## config.mk

```make
export PLATFORM = sky130hd
export DESIGN_NAME = vid_contention_unit
export DESIGN_NICKNAME = d
export VERILOG_FILES = /design/src/rtl/vcu_pkg.sv /design/src/rtl/vcu_frame_pos.sv /design/src/rtl/vcu_delay_calc.sv /design/src/rtl/vcu_irq_gen.sv /design/src/rtl/vid_contention_unit.sv
export SDC_FILE = /design/constraint.sdc
export NUM_CORES = 1
export LEC_CHECK = 0
export BUFFER_PORTS_ARGS = -buffer_cell sky130_fd_sc_hd__buf_2
export CAP_MARGIN = 15
export CORE_ASPECT_RATIO = 1.1
export CORE_MARGIN = 2
export CORE_UTILIZATION = 45
export CTS_BUF_LIST = sky130_fd_sc_hd__clkbuf_2
export CTS_CLUSTER_DIAMETER = 80
export DETAILED_ROUTE_END_ITERATION = 8
export HOLD_SLACK_MARGIN = 0.08
export PLACE_DENSITY = 0.73
export SETUP_SLACK_MARGIN = 0.15
export SYNTH_ARGS = -nofsm -noshare
export SYNTH_HDL_FRONTEND = slang
export SYNTH_SLANG_ARGS = --single-unit
export TNS_END_PERCENT = 50
```

## constraint.sdc

```tcl
create_clock -name clk_i -period 3.3 [get_ports clk_i]
set_input_delay 0.165 -clock clk_i [delete_from_list [all_inputs] [get_ports clk_i]]
set_output_delay 0.165 -clock clk_i [all_outputs]
set_load 0.05 [all_outputs]
```

## src/rtl/vcu_pkg.sv

```systemverilog
package vcu_pkg;

    localparam int COL_W         = 8;   // column within a line (< 256)
    localparam int LINE_W        = 9;   // line within a frame (< 512)
    localparam int DLY_W         = 3;   // wait-cycle count
    localparam int ADDR_W        = 16;
    localparam int BANKS         = 4;
    localparam int BANK_W        = $clog2(BANKS);
    localparam int PAT_LEN       = 8;
    localparam int IDX_W         = $clog2(PAT_LEN);
    localparam int DISPLAY_LINES = 192;
    localparam int MODEL_W       = 2;
    localparam int STD_PEAK      = 6;   // first entry of the standard ramp
    localparam int ALT_WRAP      = 9;   // ramp base of the alternate pattern

    // All timing constants of one variant, in shifted (lead-in) coordinates.
    typedef struct packed {
        logic [COL_W-1:0]  line_cycles;
        logic [LINE_W-1:0] frame_lines;
        logic [COL_W-1:0]  lead_in;
        logic [COL_W-1:0]  span;
        logic [LINE_W-1:0] irq_line;
        logic [COL_W-1:0]  irq_col;
        logic              alt_pattern;
    } timing_t;

    function automatic timing_t make_timing(input int cpl, input int lpf, input int lead,
                                            input int wid, input int irq_ahead, input logic alt);
        timing_t t;
        int      target;
        // Interrupt position P = frame - irq_ahead, seen at S = P + lead.
        target        = cpl * lpf - irq_ahead + lead;
        t.line_cycles = COL_W'(cpl);
        t.frame_lines = LINE_W'(lpf);
        t.lead_in     = COL_W'(lead);
        t.span        = COL_W'(wid);
        t.irq_line    = LINE_W'(target / cpl);
        t.irq_col     = COL_W'(target % cpl);
        t.alt_pattern = alt;
        return t;
    endfunction

    function automatic timing_t timing_of(input logic [MODEL_W-1:0] sel);
        timing_t t;
        case (sel)
            2'd1:    t = make_timing(228, 311, 4, 128, 14361, 1'b0);
            2'd2:    t = make_timing(228, 311, 6, 129, 14365, 1'b1);
            default: t = make_timing(224, 312, 4, 128, 14335, 1'b0);
        endcase
        return t;
    endfunction

    // Delay pattern computed from the column index rather than stored.
    function automatic logic [DLY_W-1:0] pattern_delay(input logic alt, input logic [IDX_W-1:0] idx);
        logic [DLY_W-1:0] d;
        if (!alt) begin
            d = (idx < IDX_W'(STD_PEAK)) ? DLY_W'(STD_PEAK - int'(idx)) : '0;
        end else if (idx == '0) begin
            d = DLY_W'(1);
        end else if (idx == IDX_W'(1)) begin
            d = '0;
        end else begin
            d = DLY_W'(ALT_WRAP - int'(idx));
        end
        return d;
    endfunction

endpackage

```

## src/rtl/vcu_frame_pos.sv

```systemverilog
module vcu_frame_pos
    import vcu_pkg::*;
(
    input  logic               clk_i,
    input  logic               rst_ni,
    input  logic [MODEL_W-1:0] model_sel_i,
    output logic [COL_W-1:0]   col_o,
    output logic [LINE_W-1:0]  line_o,
    output logic [COL_W-1:0]   span_o,
    output logic               alt_o,
    output logic               irq_hit_o
);

    typedef struct packed {
        logic [MODEL_W-1:0] model;
        logic [COL_W-1:0]   col;
        logic [LINE_W-1:0]  line;
    } pos_t;

    pos_t    pos_d, pos_q, pos_rst;
    timing_t tm_q, tm_sel;
    logic    restart;

    always_comb begin
        tm_q    = timing_of(pos_q.model);
        tm_sel  = timing_of(model_sel_i);
        restart = (model_sel_i != pos_q.model);

        // Position 0 of the frame sits at shifted column lead_in of line 0.
        pos_rst.model = model_sel_i;
        pos_rst.col   = tm_sel.lead_in;
        pos_rst.line  = '0;

        pos_d = pos_q;
        if (restart) begin
            pos_d = pos_rst;
        end else if (pos_q.col == tm_q.line_cycles - 1'b1) begin
            pos_d.col  = '0;
            pos_d.line = (pos_q.line == tm_q.frame_lines - 1'b1) ? '0 : pos_q.line + 1'b1;
        end else begin
            pos_d.col = pos_q.col + 1'b1;
        end
    end

    always_ff @(posedge clk_i) begin
        if (!rst_ni) pos_q <= pos_rst;
        else         pos_q <= pos_d;
    end

    assign col_o     = pos_q.col;
    assign line_o    = pos_q.line;
    assign span_o    = tm_q.span;
    assign alt_o     = tm_q.alt_pattern;
    assign irq_hit_o = (pos_q.line == tm_q.irq_line) && (pos_q.col == tm_q.irq_col);

    AST_COL_ADVANCE: assert property (@(posedge clk_i) disable iff (!rst_ni)
        (!restart && pos_q.col != tm_q.line_cycles - 1'b1) |=> (pos_q.col == COL_W'($past(pos_q.col) + 1'b1)));
    AST_FRAME_WRAP: assert property (@(posedge clk_i) disable iff (!rst_ni)
        (!restart && pos_q.line == tm_q.frame_lines - 1'b1 && pos_q.col == tm_q.line_cycles - 1'b1)
        |=> (pos_q.line == '0 && pos_q.col == '0));
    AST_RESTART_LOAD: assert property (@(posedge clk_i) disable iff (!rst_ni)
        restart |=> (pos_q.line == '0 && pos_q.col == tm_q.lead_in && pos_q.model == $past(model_sel_i)));

endmodule

```

## src/rtl/vcu_delay_calc.sv

```systemverilog
module vcu_delay_calc
    import vcu_pkg::*;
(
    input  logic              clk_i,
    input  logic              rst_ni,
    input  logic [COL_W-1:0]  col_i,
    input  logic [LINE_W-1:0] line_i,
    input  logic [COL_W-1:0]  span_i,
    input  logic              alt_i,
    input  logic [BANKS-1:0]  bank_mask_i,
    input  logic              acc_valid_i,
    input  logic [BANK_W-1:0] bank_i,
    output logic [DLY_W-1:0]  delay_o
);

    typedef struct packed {
        logic [DLY_W-1:0] delay;
    } dly_t;

    dly_t dly_d, dly_q;
    logic in_window;
    logic contended;

    always_comb begin
        in_window = (line_i < LINE_W'(DISPLAY_LINES)) && (col_i < span_i);
        contended = acc_valid_i && bank_mask_i[bank_i];
        dly_d.delay = '0;
        if (contended && in_window) begin
            dly_d.delay = pattern_delay(alt_i, col_i[IDX_W-1:0]);
        end
    end

    always_ff @(posedge clk_i) begin
        if (!rst_ni) dly_q <= '0;
        else         dly_q <= dly_d;
    end

    assign delay_o = dly_q.delay;

    AST_IDLE_ZERO: assert property (@(posedge clk_i) disable iff (!rst_ni)
        !acc_valid_i |=> (delay_o == '0));
    AST_UNCONTENDED_ZERO: assert property (@(posedge clk_i) disable iff (!rst_ni)
        (acc_valid_i && !bank_mask_i[bank_i]) |=> (delay_o == '0));
    AST_BORDER_ZERO: assert property (@(posedge clk_i) disable iff (!rst_ni)
        (line_i >= LINE_W'(DISPLAY_LINES)) |=> (delay_o == '0));
    AST_STD_RANGE: assert property (@(posedge clk_i) disable iff (!rst_ni)
        (acc_valid_i && !alt_i) |=> (delay_o <= DLY_W'(STD_PEAK)));

endmodule

```

## src/rtl/vcu_irq_gen.sv

```systemverilog
module vcu_irq_gen #(
    parameter int IRQ_LEN = 32
) (
    input  logic clk_i,
    input  logic rst_ni,
    input  logic hit_i,
    output logic irq_o
);

    localparam int CNT_W = $clog2(IRQ_LEN + 1);

    typedef struct packed {
        logic [CNT_W-1:0] remain;
    } irq_t;

    irq_t irq_d, irq_q;

    always_comb begin
        irq_d = irq_q;
        if (hit_i)                   irq_d.remain = CNT_W'(IRQ_LEN);
        else if (irq_q.remain != '0) irq_d.remain = irq_q.remain - 1'b1;
    end

    always_ff @(posedge clk_i) begin
        if (!rst_ni) irq_q <= '0;
        else         irq_q <= irq_d;
    end

    assign irq_o = (irq_q.remain != '0);

    AST_IRQ_START: assert property (@(posedge clk_i) disable iff (!rst_ni)
        $rose(irq_o) |-> $past(hit_i));
    AST_HIT_RAISES: assert property (@(posedge clk_i) disable iff (!rst_ni)
        hit_i |=> irq_o);

endmodule

```

## src/rtl/vid_contention_unit.sv

```systemverilog
module vid_contention_unit
    import vcu_pkg::*;
#(
    parameter int IRQ_LEN = 32
) (
    input  logic               clk_i,
    input  logic               rst_ni,
    input  logic [MODEL_W-1:0] model_sel_i,
    input  logic [BANKS-1:0]   bank_mask_i,
    input  logic               acc_valid_i,
    input  logic [ADDR_W-1:0]  acc_addr_i,
    output logic [DLY_W-1:0]   delay_o,
    output logic               irq_o
);

    logic [COL_W-1:0]        col;
    logic [LINE_W-1:0]       line;
    logic [COL_W-1:0]        span;
    logic                    alt;
    logic                    irq_hit;
    logic [BANK_W-1:0]       bank;
    logic [ADDR_W-BANK_W-1:0] unused_low_addr;

    assign bank            = acc_addr_i[ADDR_W-1 -: BANK_W];
    assign unused_low_addr = acc_addr_i[ADDR_W-BANK_W-1:0];

    vcu_frame_pos u_pos (
        .clk_i       (clk_i),
        .rst_ni      (rst_ni),
        .model_sel_i (model_sel_i),
        .col_o       (col),
        .line_o      (line),
        .span_o      (span),
        .alt_o       (alt),
        .irq_hit_o   (irq_hit)
    );

    vcu_delay_calc u_dly (
        .clk_i       (clk_i),
        .rst_ni      (rst_ni),
        .col_i       (col),
        .line_i      (line),
        .span_i      (span),
        .alt_i       (alt),
        .bank_mask_i (bank_mask_i),
        .acc_valid_i (acc_valid_i),
        .bank_i      (bank),
        .delay_o     (delay_o)
    );

    vcu_irq_gen #(.IRQ_LEN(IRQ_LEN)) u_irq (
        .clk_i  (clk_i),
        .rst_ni (rst_ni),
        .hit_i  (irq_hit),
        .irq_o  (irq_o)
    );

endmodule

```

; Yosys cells after proc, flatten, opt, wreduce, memory -nomap -nowiden
; Cells that the tools add are included.
[op_classes]
n_mux = 16
n_reduce_logical = 10
add_sub_neg = 7
order_cmp = 4
eq_ne = 11
bitwise = 1
[op_table]
columns = operator, n
row1 = $pmux W46 S2, 1
row2 = $pmux W28 S2, 1
row3 = $mux W19, 1
row4 = $eq A9 B9 Y1, 2
row5 = $mux W9, 2
row6 = $mux W17, 1
row7 = $eq A8 B8 Y1, 2
row8 = $mux W3, 4
row9 = $mux W6, 2
row10 = $add A9 B1 Y9 const B, 1
row11 = $lt A9 B8 Y1 const B, 1
row12 = $sub A9 B1 Y9 const B, 1
row13 = $add A8 B1 Y8 const B, 1
row14 = $lt A8 B8 Y1, 1
row15 = $mux W8, 1
row16 = $sub A6 B2 Y7 const B, 1
row17 = $reduce_bool A6 Y1, 1
row18 = $sub A6 B1 Y6 const B, 1
row19 = $eq A2 B1 Y1 const B, 2
row20 = $eq A2 B2 Y1 const B, 2
row21 = $logic_and A1 B1 Y1, 4
row22 = $reduce_or A2 Y1, 2
row23 = $eq A3 B1 Y1 const B, 1
row24 = $logic_not A3 Y1, 1
row25 = 12 further kinds, 12
[totals]
inputBits = 25
wordCells = 55
reg_bits = 28

; Longest topological paths before layout
; Gate-level depths: netlist of run 1.
[depth]
ltp_word = 8
ltp_mapped = 7
depth_no_buf = 6

; Hierarchy
; Synthesis of run 1 repeated with hierarchy kept, for this count alone.
[unflattened]
hier_cells = 234
area_unflattened_um2 = 2125.8
[modules_own_cells]
columns = mod, instances, area_per_inst_um2, cells_per_inst, seq_area_each_um2
row1 = vcu_frame_pos, 1, 1340.0, 147, 400.4
row2 = vcu_delay_calc, 1, 459.2, 53, 60.1
row3 = vcu_irq_gen, 1, 326.6, 34, 120.1

; Worst setup path after synthesis of run 1
; No wires, ideal clock.
[synth_path]
path_type = register to register
start = register u_pos.pos_q[17] in the netlist's numbering
end = register u_pos.pos_q, in the netlist u_pos.line_o[5]
path_stages_with_launch = 8
n_path_buf = 1
synth_period_minus_slack_ps = 2318
setup_time_ps = 72
arrival_time_ps = 2246
slack_ps = 982
path_cell_list = edfxtp_1 > inv_1 > ha_1 > or4_4 > a21o_1 > buf_6 > or4_1 > a21oi_1
[synth_via]
elab_chain_len = 5
elab_cells_between_ends = 10
[synth_rtl]
columns = element, line_no
row1 = start: declaration, vcu_frame_pos.sv:20  ; pos_t pos_d, pos_q, pos_rst;
row2 = start signal: assignment, vcu_frame_pos.sv:46  ; if (!rst_ni) pos_q <= pos_rst;
row3 = start signal: assignment, vcu_frame_pos.sv:47  ; else pos_q <= pos_d;
row4 = $eq A2 B2 Y1 / $eq A2 B1 Y1 (equally long branches), vcu_pkg.sv:45  ; case (sel)
row5 = $pmux W46 S2, vcu_pkg.sv:45
row6 = $sub A9 B1 Y9, vcu_frame_pos.sv:39  ; pos_d.line = (pos_q.line == tm_q.frame_lines - 1'b1) ? '0 : pos_q.line + 1'b1;
row7 = $eq A9 B9 Y1, vcu_frame_pos.sv:39
row8 = $mux W9, vcu_frame_pos.sv:39
; Several ways; a longest one is shown, not always the timed one.
; A chain may end at the register's enable or synchronous reset.

; Final worst setup path of run 1
[layout_path]
start = register u_pos.pos_q[17] in the netlist's numbering
end = register u_pos.pos_q, in the netlist u_pos.line_o[7]
; The elaborated chain is that of the path after synthesis.

==> impl_metrics.tcl, run 1 <==
set metrics [dict create \
    dp_hpwl_um 2274 \
    syn_to_final_growth_pct 10.13 \
    layout.nets 226 \
    min_period_over_period_pct 77.88 \
    post-route-min-period_ns 2.570 \
    diodes 0 \
    clockBufferDepth 2 \
    yosys_warnings 0 \
    synth_compound_area_share_pct 13.05 \
    yosysSeqAreaShare_pct 37.60 \
    met3_usage_pct 2.362 \
    ys_types 41 \
    initial_core_util_pct 46.74 \
    rsz0062_at_grt "false" \
    setup_violations 0 \
    cts_tree "done" \
    die_y_um 65.44 \
    layout-drive-gt1-share_pct 11.58 \
    end_kind "flip-flop" \
    route.antenna.remaining_nets 0 \
    leakage_uw 0.0006388 \
    cts_setup_buffers 0 \
    vdd_drop_max_mv 0.2061 \
    clk_pin_slew_ns 0.26 \
    worst_pin_slew_ns 0.5745 \
    crit_path_start "u_pos.pos_q[17]$_DFFE_PP_" \
    io_buffers 14 \
    place.gp.congestion 0.7658 \
    rrSetupSlack_ns 0.73 \
    crit_family "compound AO/OA/AOI/OAI gates" \
    synthAdderAreaFrac_pct 8.104 \
    min_from "acc_valid_i" \
    grt_pass1_wl_um 4988 \
    viasPerCell 5.695 \
    antenna_found_initial 0 \
    cts_buffers 3 \
    grt.overflow.total 0 \
    max-slew-margin-rel_pct 61.29 \
    crit_buf_inv 1 \
    final_cell_mix "dfxtp_1 (26), buf_2 (14), nand2_1 (13), nor2_1 (13), inv_1 (12)" \
    gr-usage-all-layers_pct 16.26 \
    use_met2_pct 28.67 \
    grt_use_met1_pct 19.83 \
    status "finished, final reports clean" \
    wire_per_inst_um 13.23 \
    crit_path_max_fanout 12 \
    synth-xor-area-share_pct 7.942 \
    dr.pass1.iters 4 \
    finalWirelength_um 2989 \
    async_flop_share_pct 0 \
    coreArea_um2 3303 \
    worst_hold_slack_ns 0.2757 \
    num_vias 1287 \
    mostFrequentLayoutCell "dfxtp_1" \
    synth_edf_count 2 \
    clock-sinks 28 \
    cp_slowest_cell "or4_4" \
    fillers 314 \
    cp_cell_sequence "inv_1 > ha_1 > or4_4 > a21o_1 > o21ai_0 > nor3b_1" \
    syn_area_um2 1544 \
    max_clock_freq_mhz 389.1 \
    r2r-start "u_pos.pos_q[17]$_DFFE_PP_" \
    ctsRootBufferMaster "clkbuf_2" \
    cts-htree-levels 1 \
    num_io_pins 29 \
    yosys.area_share.simple_pct 26.74 \
    clk_latency_ns 0.37 \
    skew_ns 0.01506 \
    power_density_nw_per_um2 543.4 \
    crit_arrival_ns 2.83 \
    crit_required_ns 3.56 \
    grt_start_max_net_pins 17 \
    cp-start-kind "flip-flop" \
    crit_type "flip-flop to flip-flop" \
    synthMuxAreaShare_pct 1.459 \
    die_w_um 59.85 \
    finalHoldViolations 0 \
    rows 22 \
    syn-num-nets 209 \
    ys_ff_latch 28 \
    drt_iter0_drc 43 \
    final_max_slew_viol_count 0 \
    post-route-drc-count 0 \
    hold_path_class "primary input to flip-flop" \
    cpPeakStageDelay_ns 0.56 \
    die_area_um2 3916 \
    syn_area_per_cell_um2 8.873 \
    grt-busiest-layer "met2" \
    synth_top_family_by_area "simple AND/OR/NAND/NOR gates" \
    grt_pass1_vias 1214 \
    synthCells 174 \
    tns_ns 0 \
    ys.flop_type "dfxtp_1" \
    drv_cap 0 \
]
stage by stage:
step	utilization, %	setup WS (ns)	area, µm²	std cells	power (µW)
4_1_cts	51.48	0.7287	1700	226	934.4
2_1_floorplan	-	0.9820	1544	174	659.3
3_5_place_dp	49.20	0.7723	1625	219	723.4
3_3_place_gp	49.20	0.8255	1625	219	705.4
6_report	51.48	0.7300	1700	226	924.0
5_1_grt	51.48	0.5507	1700	226	989.3
where the power goes:
part | internal [µW] | switching (µW) | leakage, µW
sequential | 384 | 36.1 | 0.000232
clock | 104 | 102 | 0.0000266
combinational | 126 | 173 | 0.000380
total | 614 | 310 | 0.000639
flip-flops by register name, summed over array words and instances (netlist names):
register	cells
u_pos.pos_q	2
u_dly.delay_o	3
u_pos.col_o	8
u_pos.line_o	9
u_irq.irq_q	6
path summary, 6_finish.rpt:
path | end | cells after the start
worst max register to register | u_pos.line_o[7]$_SDFFE_PP0N_ | 6
worst min-delay path | u_dly.delay_o[2]$_SDFF_PN0_ | 4
worst max-delay path | u_pos.line_o[7]$_SDFFE_PP0N_ | 6
worst min register to register | u_pos.line_o[5]$_SDFFE_PP0N_ | 2
worst min-delay path, stage by stage:
cell and delay (ns):
buf_2 0.11, and3b_1 0.17, nand4_1 0.14, nor2_1 0.06
layer usage:
metal,share of wire [%],up-vias
li1,-,662
met1,47,605
met2,50,15
met3,2.1,5
met4,1.3,0
met5,0,-
cell families (layout without fill, tap and decap cells):
| group | count (synthesis) | after routing |
|---|---|---|
| mux | 1 | 1 |
| flops | 28 | 28 |
| simple gates | 74 | 74 |
| xor+xnor | 14 | 14 |
| fa+ha+maj | 10 | 10 |
| compound gates | 30 | 30 |
| buf+inv | 17 | 33 |
synthesized netlist by cell type (3+ instances only):
library cell	count	area (µm²)
o21ai_0	6	30.03
xnor2_1	7	61.31
dfxtp_1	26	520.5
nor2_1	13	48.80
or4_1	5	37.54
nand4b_1	3	26.28
nand2_1	13	48.80
and3_1	3	18.77
clkbuf_1	3	11.26
ha_1	10	125.1
xor2_1	7	61.31
nand4_1	5	31.28
o31ai_1	3	22.52
nor3_1	8	40.04
nand3_1	11	55.05
a21oi_1	7	35.03
inv_1	12	45.04
final cells by class:
| type | count | area (µm²) | share of cell area, % |
|---|---|---|---|
| repair buffers | 17 | 100.1 | 5.887 |
| inverters | 12 | 45.04 | 2.649 |
| multi-input cells | 129 | 884.6 | 52.02 |
| flip-flops and latches | 28 | 580.6 | 34.14 |
| clock inverters | 1 | 30.03 | 1.766 |
| well taps | 36 | 45.04 | 2.649 |
| clock buffers | 3 | 15.01 | 0.8830 |
timing repair:
item / in CTS / in global routing
hold buffers: 3 / 0
gates resized for setup: 0 / 0
endpoints found under the hold margin: 4 / 0
(Power assumes the default switching activity.)
==> run 2: changes to the inputs <==
- clock period: 3.3 -> 2.5 ns (I/O delays scaled with it)
==> run 2 against run 1 <==
Effect of this change: sequential cell count is the same; register-to-register slack lost 0.50 ns; die area is the same; cell count grew 3.5%; fmax grew 13%; critical path type unchanged; largest cell class unchanged.
==> impl_metrics.tcl, run 2 (synthesized netlist as in run 1, its figures left out) <==
set metrics [dict create \
    register_area_um2 580.6 \
    power_density_nw_per_um2 700.6 \
    initial_core_util_pct 46.74 \
    vdd_drop_max_mv 0.3128 \
    grt_pass1_vias 1325 \
    post-route-drc-count 0 \
    final_cell_mix "dfxtp_1 (26), buf_2 (14), nand2_1 (13), nor2_1 (13)" \
    pre_cts_ws_ns 0.1137 \
    skew_ns 0.006330 \
    drt_iter0_drc 45 \
    antenna_found_initial 0 \
    cp-start-kind "flip-flop" \
    worst_pin_slew_ns 0.5404 \
    cts_buffers 3 \
    grt_start_max_net_pins 17 \
    cts_tree "done" \
    route.antenna.remaining_nets 0 \
    cts-htree-levels 1 \
    clk_pin_slew_ns 0.28 \
    die_area_um2 3916 \
    crit_arrival_ns 2.60 \
    fin_ws_ns 0.2292 \
    setup_violations 0 \
    num_vias 1368 \
    clockBufferDepth 2 \
    rows 22 \
    syn_to_final_growth_pct 15.40 \
    crit_path_max_fanout 5 \
    drv_cap 0 \
    max_clock_freq_mhz 440.4 \
    tns_ns 0 \
    finalWirelength_um 3271 \
    post-route-min-period_ns 2.271 \
    multi_input_area_um2 913.4 \
    final_max_slew_viol_count 0 \
    mostFrequentLayoutCell "dfxtp_1" \
    hold_path_class "primary input to flip-flop" \
    max-slew-margin-rel_pct 63.64 \
    layout-drive-gt1-share_pct 16.67 \
    die_y_um 65.44 \
    diodes 0 \
    dp_hpwl_um 2358 \
    grt.overflow.total 0 \
    gr-usage-all-layers_pct 17.77 \
    status "finished, final reports clean" \
    wire_per_inst_um 13.98 \
    layout.nets 234 \
    ctsRootBufferMaster "clkbuf_2" \
    leakage_uw 0.0006730 \
    clk_latency_ns 0.37 \
    place.gp.congestion 0.7804 \
    crit_type "flip-flop to flip-flop" \
    num_io_pins 29 \
    grt_pass1_wl_um 5547 \
    finalHoldViolations 0 \
    coreArea_um2 3303 \
    clock-sinks 28 \
    end_kind "flip-flop" \
    io_buffers 14 \
    largest_reg_flops 9 \
    min_period_over_period_pct 90.83 \
    viasPerCell 5.846 \
    die_w_um 59.85 \
    dr.pass1.iters 4 \
    rsz0062_at_grt "false" \
    crit_required_ns 2.83 \
    fillers 315 \
]
## run 2: metal layers
layer | global-route usage (%) | up-vias | wire length (µm) | share of wire, %
met5 | 0 | - | 0 | 0
met1 | 21.22 | 657 | 1492 | 46
li1 | - | 681 | - | -
met4 | 6.667 | 0 | 31 | 0.95
met3 | 2.756 | 4 | 97 | 3.0
met2 | 31.25 | 26 | 1650 | 50
## run 2: layout make-up
cell class | instances | share of cell area [%]
Multi-Input combinational cell | 130 | 51.26
Sequential cell | 28 | 32.58
Timing Repair Buffer | 24 | 8.567
Inverter | 12 | 2.528
Tap cell | 36 | 2.528
Clock inverter | 1 | 1.685
Clock buffer | 3 | 0.8427
## run 2: per-stage QoR
step	cell area (µm²)	util (%)	total power, µW	hold slack, ns	cells
2_1_floorplan	1544	-	869.9	0.2239	174
3_3_place_gp	1648	49.89	934.5	0.3764	222
3_5_place_dp	1648	49.89	963.6	0.3832	222
4_1_cts	1758	53.22	1252	0.2065	231
5_1_grt	1782	53.94	1323	0.2043	234
6_report	1782	53.94	1248	0.2190	234
## run 2: critical path, cell delays in order (launching register included)
cell	delay, ns
edfxtp_1	0.48
inv_2	0.11
ha_4	0.22
or4_4	0.57
a21o_4	0.25
or4_1	0.46
a21oi_1	0.14
## run 2: final timing paths
kind	from	end	slack [ns]	cells after the start
min reg2reg	u_pos.line_o[5]$_SDFFE_PP0N_	u_pos.line_o[5]$_SDFFE_PP0N_	0.51	2
max	u_pos.pos_q[17]$_DFFE_PP_	u_pos.line_o[8]$_SDFFE_PP0N_	0.23	6
max reg2reg	u_pos.pos_q[17]$_DFFE_PP_	u_pos.line_o[8]$_SDFFE_PP0N_	0.23	6
min	acc_valid_i	u_dly.delay_o[0]$_SDFF_PN0_	0.22	4
## run 2: power by group
part           leakage (µW)  switching (µW)  internal [µW]
combinational      0.000414             236            180
sequential         0.000232            45.4            507
clock             0.0000266             142            137
total              0.000673             424            825
## run 2: timing repair
action                                  CTS  global route
resized for setup                         4             0
pin swaps                                 0             2
endpoints found under the setup margin    4             3
setup buffers                             2             2
cloned                                    0             1
hold endpoints to repair                  8             0
hold buffers                              3             0
